===== config.mk =====
export PLATFORM = sky130hd
export DESIGN_NAME = ivec_fetch_ctrl
export DESIGN_NICKNAME = d
export VERILOG_FILES = /design/src/rtl/ivf_pkg.sv /design/src/rtl/ivf_arbiter.sv /design/src/rtl/ivf_fetch_seq.sv /design/src/rtl/ivf_entry_calc.sv /design/src/rtl/ivec_fetch_ctrl.sv
export SDC_FILE = /design/constraint.sdc
export NUM_CORES = 1
export LEC_CHECK = 0
export BUFFER_PORTS_ARGS = -buffer_cell sky130_fd_sc_hd__clkbuf_2
export CORE_ASPECT_RATIO = 1.5
export CORE_MARGIN = 1.5
export CORE_UTILIZATION = 45
export DETAILED_ROUTE_END_ITERATION = 10
export PLACE_DENSITY = 0.71
export SYNTH_ARGS = -nofsm -noshare
export SYNTH_HDL_FRONTEND = slang
export SYNTH_SLANG_ARGS = --single-unit

===== constraint.sdc =====
create_clock -name clk -period 3.35 [get_ports clk]
set_input_delay 1.005 -clock clk [delete_from_list [all_inputs] [get_ports clk]]
set_output_delay 1.005 -clock clk [all_outputs]
set_load 0.02 [all_outputs]

===== src/rtl/ivf_pkg.sv =====
package ivf_pkg;
    localparam int unsigned VEC_W       = 8;
    localparam int unsigned ADDR_W      = 20;
    localparam int unsigned WORD_W      = 16;
    localparam int unsigned ENTRY_BYTES = 4;
    localparam int unsigned BYTE_IDX_W  = $clog2(ENTRY_BYTES);
    localparam int unsigned NUM_SRC     = 4;

    // Source slots, lower index wins arbitration
    localparam int unsigned SRC_EXC = 0;
    localparam int unsigned SRC_SWI = 1;
    localparam int unsigned SRC_NMI = 2;
    localparam int unsigned SRC_INT = 3;

    typedef enum logic {
        PH_IDLE = 1'b0,
        PH_READ = 1'b1
    } phase_e;

    typedef struct packed {
        phase_e                          phase;
        logic [VEC_W-1:0]                vec;
        logic [BYTE_IDX_W-1:0]           idx;
        logic [ADDR_W-1:0]               addr;
        logic [ENTRY_BYTES-1:0][7:0]     bytes;
        logic                            done;
    } seq_state_t;
endpackage


===== src/rtl/ivf_arbiter.sv =====
module ivf_arbiter
    import ivf_pkg::*;
#(
    parameter logic [VEC_W-1:0] EXC_VEC = 8'h00,
    parameter logic [VEC_W-1:0] NMI_VEC = 8'h02
) (
    input  logic             clk,
    input  logic             rst_n,
    input  logic             enable,
    input  logic             exc_req,
    input  logic             swi_req,
    input  logic [VEC_W-1:0] swi_vec,
    input  logic             nmi_req,
    input  logic             int_req,
    input  logic [VEC_W-1:0] int_vec,
    input  logic             int_en,
    output logic             grant_any,
    output logic [VEC_W-1:0] grant_vec
);
    logic [NUM_SRC-1:0]            raw;
    logic [NUM_SRC-1:0]            gnt;
    logic [NUM_SRC-1:0][VEC_W-1:0] src_vec;
    logic                          taken;

    always_comb begin
        raw[SRC_EXC]     = enable & exc_req;
        raw[SRC_SWI]     = enable & swi_req;
        raw[SRC_NMI]     = enable & nmi_req;
        raw[SRC_INT]     = enable & int_req & int_en;
        src_vec[SRC_EXC] = EXC_VEC;
        src_vec[SRC_SWI] = swi_vec;
        src_vec[SRC_NMI] = NMI_VEC;
        src_vec[SRC_INT] = int_vec;
    end

    always_comb begin
        taken     = 1'b0;
        gnt       = '0;
        grant_vec = '0;
        for (int i = 0; i < NUM_SRC; i++) begin
            gnt[i]    = raw[i] & ~taken;
            taken     = taken | raw[i];
            grant_vec = grant_vec | (gnt[i] ? src_vec[i] : '0);
        end
        grant_any = taken;
    end

    assert_grant_onehot_R2: assert property (@(posedge clk) disable iff (!rst_n)
        $onehot0(gnt));
    assert_exc_first_R2: assert property (@(posedge clk) disable iff (!rst_n)
        (enable && exc_req) |-> gnt[SRC_EXC]);
    assert_masked_R3: assert property (@(posedge clk) disable iff (!rst_n)
        gnt[SRC_INT] |-> int_en);
    assert_nmi_taken_R3: assert property (@(posedge clk) disable iff (!rst_n)
        (enable && nmi_req && !exc_req && !swi_req) |-> (grant_any && grant_vec == NMI_VEC));
endmodule


===== src/rtl/ivf_fetch_seq.sv =====
module ivf_fetch_seq
    import ivf_pkg::*;
(
    input  logic              clk,
    input  logic              rst_n,
    input  logic              start,
    input  logic [VEC_W-1:0]  start_vec,
    input  logic              mem_ack,
    input  logic [7:0]        mem_rdata,
    output logic              mem_req,
    output logic [ADDR_W-1:0] mem_addr,
    output logic              busy,
    output logic              done,
    output logic [VEC_W-1:0]  vec,
    output logic [WORD_W-1:0] cs,
    output logic [WORD_W-1:0] ip
);
    localparam logic [BYTE_IDX_W-1:0] LAST_IDX = BYTE_IDX_W'(ENTRY_BYTES - 1);

    seq_state_t st_d, st_q;

    always_comb begin
        st_d      = st_q;
        st_d.done = 1'b0;
        unique case (st_q.phase)
            PH_IDLE: begin
                if (start) begin
                    st_d.phase = PH_READ;
                    st_d.vec   = start_vec;
                    st_d.idx   = '0;
                    st_d.addr  = ADDR_W'(start_vec) << BYTE_IDX_W;
                end
            end
            PH_READ: begin
                if (mem_ack) begin
                    st_d.bytes[st_q.idx] = mem_rdata;
                    if (st_q.idx == LAST_IDX) begin
                        st_d.phase = PH_IDLE;
                        st_d.done  = 1'b1;
                    end else begin
                        st_d.idx  = st_q.idx + 1'b1;
                        st_d.addr = st_q.addr + ADDR_W'(1);
                    end
                end
            end
            default: st_d.phase = PH_IDLE;
        endcase
    end

    always_ff @(posedge clk or negedge rst_n) begin
        if (!rst_n) st_q <= '0;
        else        st_q <= st_d;
    end

    assign mem_req  = (st_q.phase == PH_READ);
    assign busy     = (st_q.phase == PH_READ);
    assign mem_addr = st_q.addr;
    assign done     = st_q.done;
    assign vec      = st_q.vec;
    assign ip       = {st_q.bytes[1], st_q.bytes[0]};
    assign cs       = {st_q.bytes[3], st_q.bytes[2]};

    assert_hold_wait_R10: assert property (@(posedge clk) disable iff (!rst_n)
        (mem_req && !mem_ack) |=> (mem_req && $stable(mem_addr)));
    assert_addr_step_R5: assert property (@(posedge clk) disable iff (!rst_n)
        (mem_req && mem_ack && mem_addr[BYTE_IDX_W-1:0] != LAST_IDX)
        |=> (mem_req && mem_addr == $past(mem_addr) + ADDR_W'(1)));
    assert_done_pulse_R8: assert property (@(posedge clk) disable iff (!rst_n)
        done |=> !done);
    assert_done_idle_R8: assert property (@(posedge clk) disable iff (!rst_n)
        done |-> !mem_req);
    assert_vec_stable_R9: assert property (@(posedge clk) disable iff (!rst_n)
        (mem_req && $past(mem_req)) |-> $stable(vec));
endmodule


===== src/rtl/ivf_entry_calc.sv =====
module ivf_entry_calc
    import ivf_pkg::*;
#(
    parameter int unsigned SEG_SHIFT = 4
) (
    input  logic [WORD_W-1:0] cs,
    input  logic [WORD_W-1:0] ip,
    output logic [ADDR_W-1:0] entry
);
    localparam int unsigned BASE_W = WORD_W + SEG_SHIFT;

    logic [BASE_W-1:0] seg_base;

    always_comb begin
        seg_base = {cs, {SEG_SHIFT{1'b0}}};
        entry    = ADDR_W'(seg_base) + ADDR_W'(ip);
    end
endmodule


===== src/rtl/ivec_fetch_ctrl.sv =====
module ivec_fetch_ctrl
    import ivf_pkg::*;
#(
    parameter logic [VEC_W-1:0] EXC_VEC   = 8'h00,
    parameter logic [VEC_W-1:0] NMI_VEC   = 8'h02,
    parameter int unsigned      SEG_SHIFT = 4
) (
    input  logic              clk,
    input  logic              rst_n,
    input  logic              exc_req,
    input  logic              swi_req,
    input  logic [VEC_W-1:0]  swi_vec,
    input  logic              nmi_req,
    input  logic              int_req,
    input  logic [VEC_W-1:0]  int_vec,
    input  logic              int_en,
    output logic              mem_req,
    output logic [ADDR_W-1:0] mem_addr,
    input  logic              mem_ack,
    input  logic [7:0]        mem_rdata,
    output logic              busy,
    output logic              done,
    output logic [VEC_W-1:0]  vec_out,
    output logic [WORD_W-1:0] cs_out,
    output logic [WORD_W-1:0] ip_out,
    output logic [ADDR_W-1:0] entry_addr
);
    logic             grant_any;
    logic [VEC_W-1:0] grant_vec;

    ivf_arbiter #(
        .EXC_VEC (EXC_VEC),
        .NMI_VEC (NMI_VEC)
    ) u_arb (
        .clk       (clk),
        .rst_n     (rst_n),
        .enable    (~busy),
        .exc_req   (exc_req),
        .swi_req   (swi_req),
        .swi_vec   (swi_vec),
        .nmi_req   (nmi_req),
        .int_req   (int_req),
        .int_vec   (int_vec),
        .int_en    (int_en),
        .grant_any (grant_any),
        .grant_vec (grant_vec)
    );

    ivf_fetch_seq u_seq (
        .clk       (clk),
        .rst_n     (rst_n),
        .start     (grant_any),
        .start_vec (grant_vec),
        .mem_ack   (mem_ack),
        .mem_rdata (mem_rdata),
        .mem_req   (mem_req),
        .mem_addr  (mem_addr),
        .busy      (busy),
        .done      (done),
        .vec       (vec_out),
        .cs        (cs_out),
        .ip        (ip_out)
    );

    ivf_entry_calc #(
        .SEG_SHIFT (SEG_SHIFT)
    ) u_entry (
        .cs    (cs_out),
        .ip    (ip_out),
        .entry (entry_addr)
    );

    assert_first_addr_R5: assert property (@(posedge clk) disable iff (!rst_n)
        (grant_any && !busy) |=> (mem_req && mem_addr == (ADDR_W'($past(grant_vec)) << BYTE_IDX_W)));
    assert_idle_reset_R1: assert property (@(posedge clk) disable iff (!rst_n)
        (!busy) |-> !mem_req);
endmodule


# [Word level (Yosys, flattened, before mapping)]
# Index checks and enable logic that the tools add are counted.
[op_classes] addsub=3 magnitude_cmp=2 eq_ne=4 mux=15 bitwise_logic=17 n_reduce_logical=4
[op_table] cell="two-way mux 55 bit" n=1
[op_table] cell="one-hot mux 22 bit (2 select lines)" n=1
[op_table] cell="bitwise mux 32 bit" n=1
[op_table] cell="two-way mux 31 bit" n=1
[op_table] cell="two-way mux 8 bit" n=3
[op_table] cell="two-way mux 22 bit" n=1
[op_table] cell="adder 20 x 1 -> 20 bit (second input constant)" n=1
[op_table] cell="adder 20 x 16 -> 20 bit" n=1
[op_table] cell="demux 8 bit (select 2 bit)" n=1
[op_table] cell="bitwise OR 8 bit" n=2
[op_table] cell="AND 1 bit" n=8
[op_table] cell="!= test 2 bit (second input constant)" n=3
[op_table] cell="two-way mux 1 bit" n=4
[op_table] cell="NOT 1 bit" n=4
[op_table] cell="AND reduction 2 bit" n=2
[op_table] cell="< comparator 2 x 3 -> 1 bit (second input constant)" n=1
[op_table] cell="bitwise OR 1 bit" n=3
[op_table] cell="AND reduction 3 bit" n=1
[op_table] cell="adder 2 x 1 -> 2 bit (second input constant)" n=1
[op_table] cell="equality test 2 bit (second input constant)" n=1
[op_table] cell=">= comparator 2 x 1 -> 1 bit (second input constant)" n=1
[op_table] cell="two-way mux 2 bit" n=1
[op_table] cell="one-hot mux 1 bit (2 select lines)" n=1
[op_table] cell="logical AND 1 bit" n=1
[word_totals] reg_bits=64 inputBits=32 elab_cells=54

# [Logic depth before layout (Yosys ltp)]
[depth] depth_word=10 depth_mapped=8 mapped_depth_nobuf=8

# [Cells and area by module]
# Synthesis repeated with hierarchy kept, for this count alone.
[hier_totals] cells_unflattened=431 area_unflattened_um2=4250.3
[by_module_without_submodules] mod="ivf_fetch_seq" n_inst=1 cells_each=304 area_per_inst_um2=3276.9 seq_area_each_um2=1601.5
[by_module_without_submodules] mod="ivf_entry_calc" n_inst=1 cells_each=108 area_per_inst_um2=820.8 seq_area_each_um2=0.0
[by_module_without_submodules] mod="ivf_arbiter" n_inst=1 cells_each=18 area_per_inst_um2=148.9 seq_area_each_um2=0.0
[by_module_without_submodules] mod="ivec_fetch_ctrl" n_inst=1 cells_each=1 area_per_inst_um2=3.8 seq_area_each_um2=0.0

# [Worst setup path after synthesis]
# No wires, ideal clock.
[synth_timing] kind="reg-to-output" from="reg (tool-made name)" to="out entry_addr[16]" arrival_time_ns=2.212 required_ns=2.345 slack_ns=0.133 path_stages_with_launch=9 n_path_buf=0 cell_sequence="dfrtp_1 ha_1 fa_1 a21oi_1 o21ai_1 a21oi_2 o31ai_4 and2_1 o41ai_2"
[synth_lines] element="end: declaration" line_no="ivec_fetch_ctrl.sv:26" text="output logic [ADDR_W-1:0] entry_addr"

==> metrics.md <==
| Metric | Value |
|---|---|
| Latest clock arrival within the worst-skew pair | `0.33 ns` |
| Setup slack, reg-to-reg | `1.21 ns` |
| PortBufs | `114` |
| Pleak | `2.36 nW` |
| Placed cells | `539` |
| Path depth of the worst reg2reg path | `5` |
| Met3 WL | `618 um` |
| Reg2reg end | `u_seq.mem_addr[18]$_DFFE_PN0P_` |
| Worst hold path class | `flip-flop to flip-flop` |
| Starting Density | `0.468` |
| CTS root buffer | `clkbuf_16` |
| Cells after Synth | `387` |
| TritonRoute pass-1 iters | `4` |
| Total track usage | `0.203` |
| CORE AREA | `8460 um^2` |
| Synthesized Nets | `437` |
| Top-count cell post-synth | `buf_4` |
| Final setup TNS | `-0.504 ns` |
| Share of layout cells above drive strength 1 | `0.471` |
| Clock sink count | `64` |
| Routed wire length | `9.43 mm` |
| Final min period | `3.53 ns` |
| R2R Path Start | `u_seq.busy$_DFF_PN0_` |
| Via count | `3060` |
| Metal2 WL | `5.13 mm` |
| Clock Path Buffers | `2` |
| First-pass GRT wire length | `14.7 mm` |
| Global route overflow | `0` |
| Layout Skew | `0.00553 ns` |
| Synth warn | `0` |
| #FFs+latches synth | `64` |
| Top Layer Used | `met4` |
| Top Ports | `115` |
| Largest net degree at the start of global routing | `34` |
| Async SR Flop Fraction | `1.00` |
| DR DRC count | `0` |
| DR WL/cell | `16.4 um` |
| Max Transition Viols Final | `0` |
| HP Start | `u_seq.vec[4]$_DFFE_PN0P_` |
| Nets | `512` |
| CTS tree | `built` |
| Slew HR | `0.371` |
| PwrDens | `1280 nW/um^2` |
| Tcrit/Tclk final | `1.06` |
| Post-synth top area share | `0.404` |
| Mean Syn Cell Area | `10.2 um^2` |
| Fmax | `283 MHz` |
| RSZ-0062 raised after global routing | `true` |
| DRT antenna net count | `0` |
| Initial antenna violation count | `0` |
| Violated checks | `setup timing` |
| Max-cap viol count | `0` |
| Top_reg_cell synth | `dfrtp_1` |
| Final Hold Fails | `0` |
| CP Max Fanout | `4` |
| EDFF count, synth | `0` |
| Final HPWL DP | `6.82 mm` |
| Row cnt | `41` |
| Register area | `1600 um^2` |
| RD Place Congestion | `0.862` |
| Status | `finished with violations` |
| Post-synthesis sequential area ratio | `0.404` |
| Final setup vio count | `3` |
| Multi-input gate area | `1920 um^2` |
| Post-synth top cells | `buf_4, dfrtp_1, nand2_1, mux2_2, nor2_1` |
| Setup slack after layout | `-0.185 ns` |
| DRT iter0 DRCs | `98` |
| Peak supply drop | `1.16 mV` |
| Die H | `118 um` |
| Antenna Cells | `0` |
| WS Path Type | `flip-flop to output pin` |
| Vias/cell | `5.33` |
| Worst Max-Slew Pin Slew | `0.943 ns` |
| Hold EP | `u_seq.vec[4]$_DFFE_PN0P_` |
| Startpoint Class | `flip-flop` |
| Vias in the first global route | `3069` |
| Max H-tree Level | `3` |
| Leading area contributor after synthesis | `dfrtp_1` |
| Leading post-synthesis cells by cell area | `dfrtp_1, buf_4, mux2_2, ha_1, nand2_1` |
| Critical path data arrival time | `2.53 ns` |
| Area growth, synth to finish | `20.1%` |
| CP Capture Type | `output pin` |
| # hold bufs at CTS | `0` |
| Non-filler cells, final | `574` |
| WP data required | `2.34 ns` |
| Fillers | `735` |
| Met1 wire length | `3.43 mm` |
| Worst-path clk slew | `0.05 ns` |
| Synth unique cells | `55` |
| Synth Cell Area | `3970 um^2` |
| Chip width | `79.6 um` |
| Hold-critical path depth | `2` |
| CTS buffer count | `9` |
| Die ar. | `9400 um^2` |
final cells by class:
type,count,area share
Clock buffer,14,0.0596
Clock inverter,2,0.00736
Inverter,8,0.00631
Multi-Input combinational cell,244,0.402
Sequential cell,64,0.336
Tap cell,107,0.0281
Timing Repair Buffer,135,0.160
how the worst max path moves through the flow:
stage	startpoint	end	slack, ns	cells past startpoint
CTS	flip-flop	entry_addr[18]	-0.13	9
detailed placement	flip-flop	entry_addr[16]	0.05	9
finish	flip-flop	entry_addr[14]	-0.18	10
floorplan	flip-flop	entry_addr[16]	0.13	8
global route	flip-flop	entry_addr[16]	-0.31	9
global placement	flip-flop	entry_addr[16]	0.09	9
cell families after synthesis:
logic type / Yosys count / synth area share
xor+xnor: 20 / 0.0442
buf+inv: 79 / 0.140
fa+ha+maj: 18 / 0.0587
mux: 34 / 0.0959
flops: 64 / 0.404
simple gates: 104 / 0.137
compound gates: 68 / 0.121
through the flow:
stage	worst slack, ns	utilization	cell area, um^2	power, mW	hold WS, ns
4_1_cts	-0.131	0.543	4600	5.68	0.480
6_report	-0.185	0.563	4760	6.08	0.476
2_1_floorplan	0.133	-	3970	3.98	0.447
3_3_place_gp	0.0880	0.493	4170	4.42	0.462
3_5_place_dp	0.0510	0.493	4170	4.51	0.467
5_1_grt	-0.312	0.563	4760	6.42	0.512
critical path, cell delays in order, from the launching register on:
cell and delay [ns]:
dfrtp_1 0.39, ha_2 0.21, fa_2 0.37, a21oi_2 0.22, o21ai_2 0.10, a21oi_2 0.25
o31ai_4 0.10, buf_4 0.16, buf_6 0.11, xor2_2 0.13, buf_4 0.17
where the power goes:
group | total (mW) | internal (mW) | switching, mW
Combinational | 3.71 | 1.55 | 2.16
Clock | 0.975 | 0.655 | 0.320
Sequential | 1.40 | 1.08 | 0.322
cells in the final DEF, fill, tap and decap left out, types with 4 or more instances in the layout:
cell / instances
a21oi_1: 12
clkbuf_2: 105
ha_4: 4
inv_1: 8
ha_1: 12
mux2_2: 32
nand3_1: 8
dfrtp_1: 64
a22oi_1: 7
clkbuf_8: 4
clkbuf_16: 9
a21oi_2: 4
and3_1: 5
buf_4: 26
nand2_1: 43
o21ai_0: 14
xor2_1: 11
xnor2_1: 8
nor2_1: 20
a21o_1: 4
repair_timing:
action / in CTS / in global routing
pin swaps: 10 / 10
gates resized for setup: 9 / 23
cloned: 0 / 0
hold endpoints to repair: 0 / 0
setup endpoints to repair: 7 / 7
setup buffers: 7 / 12
routing by layer:
layer,vias to the layer above,global-route usage
li1,1438,-
met1,1475,0.210
met2,127,0.364
met3,20,0.0543
met4,0,0.0987
met5,-,0
Power figures use the tool's default switching activity.
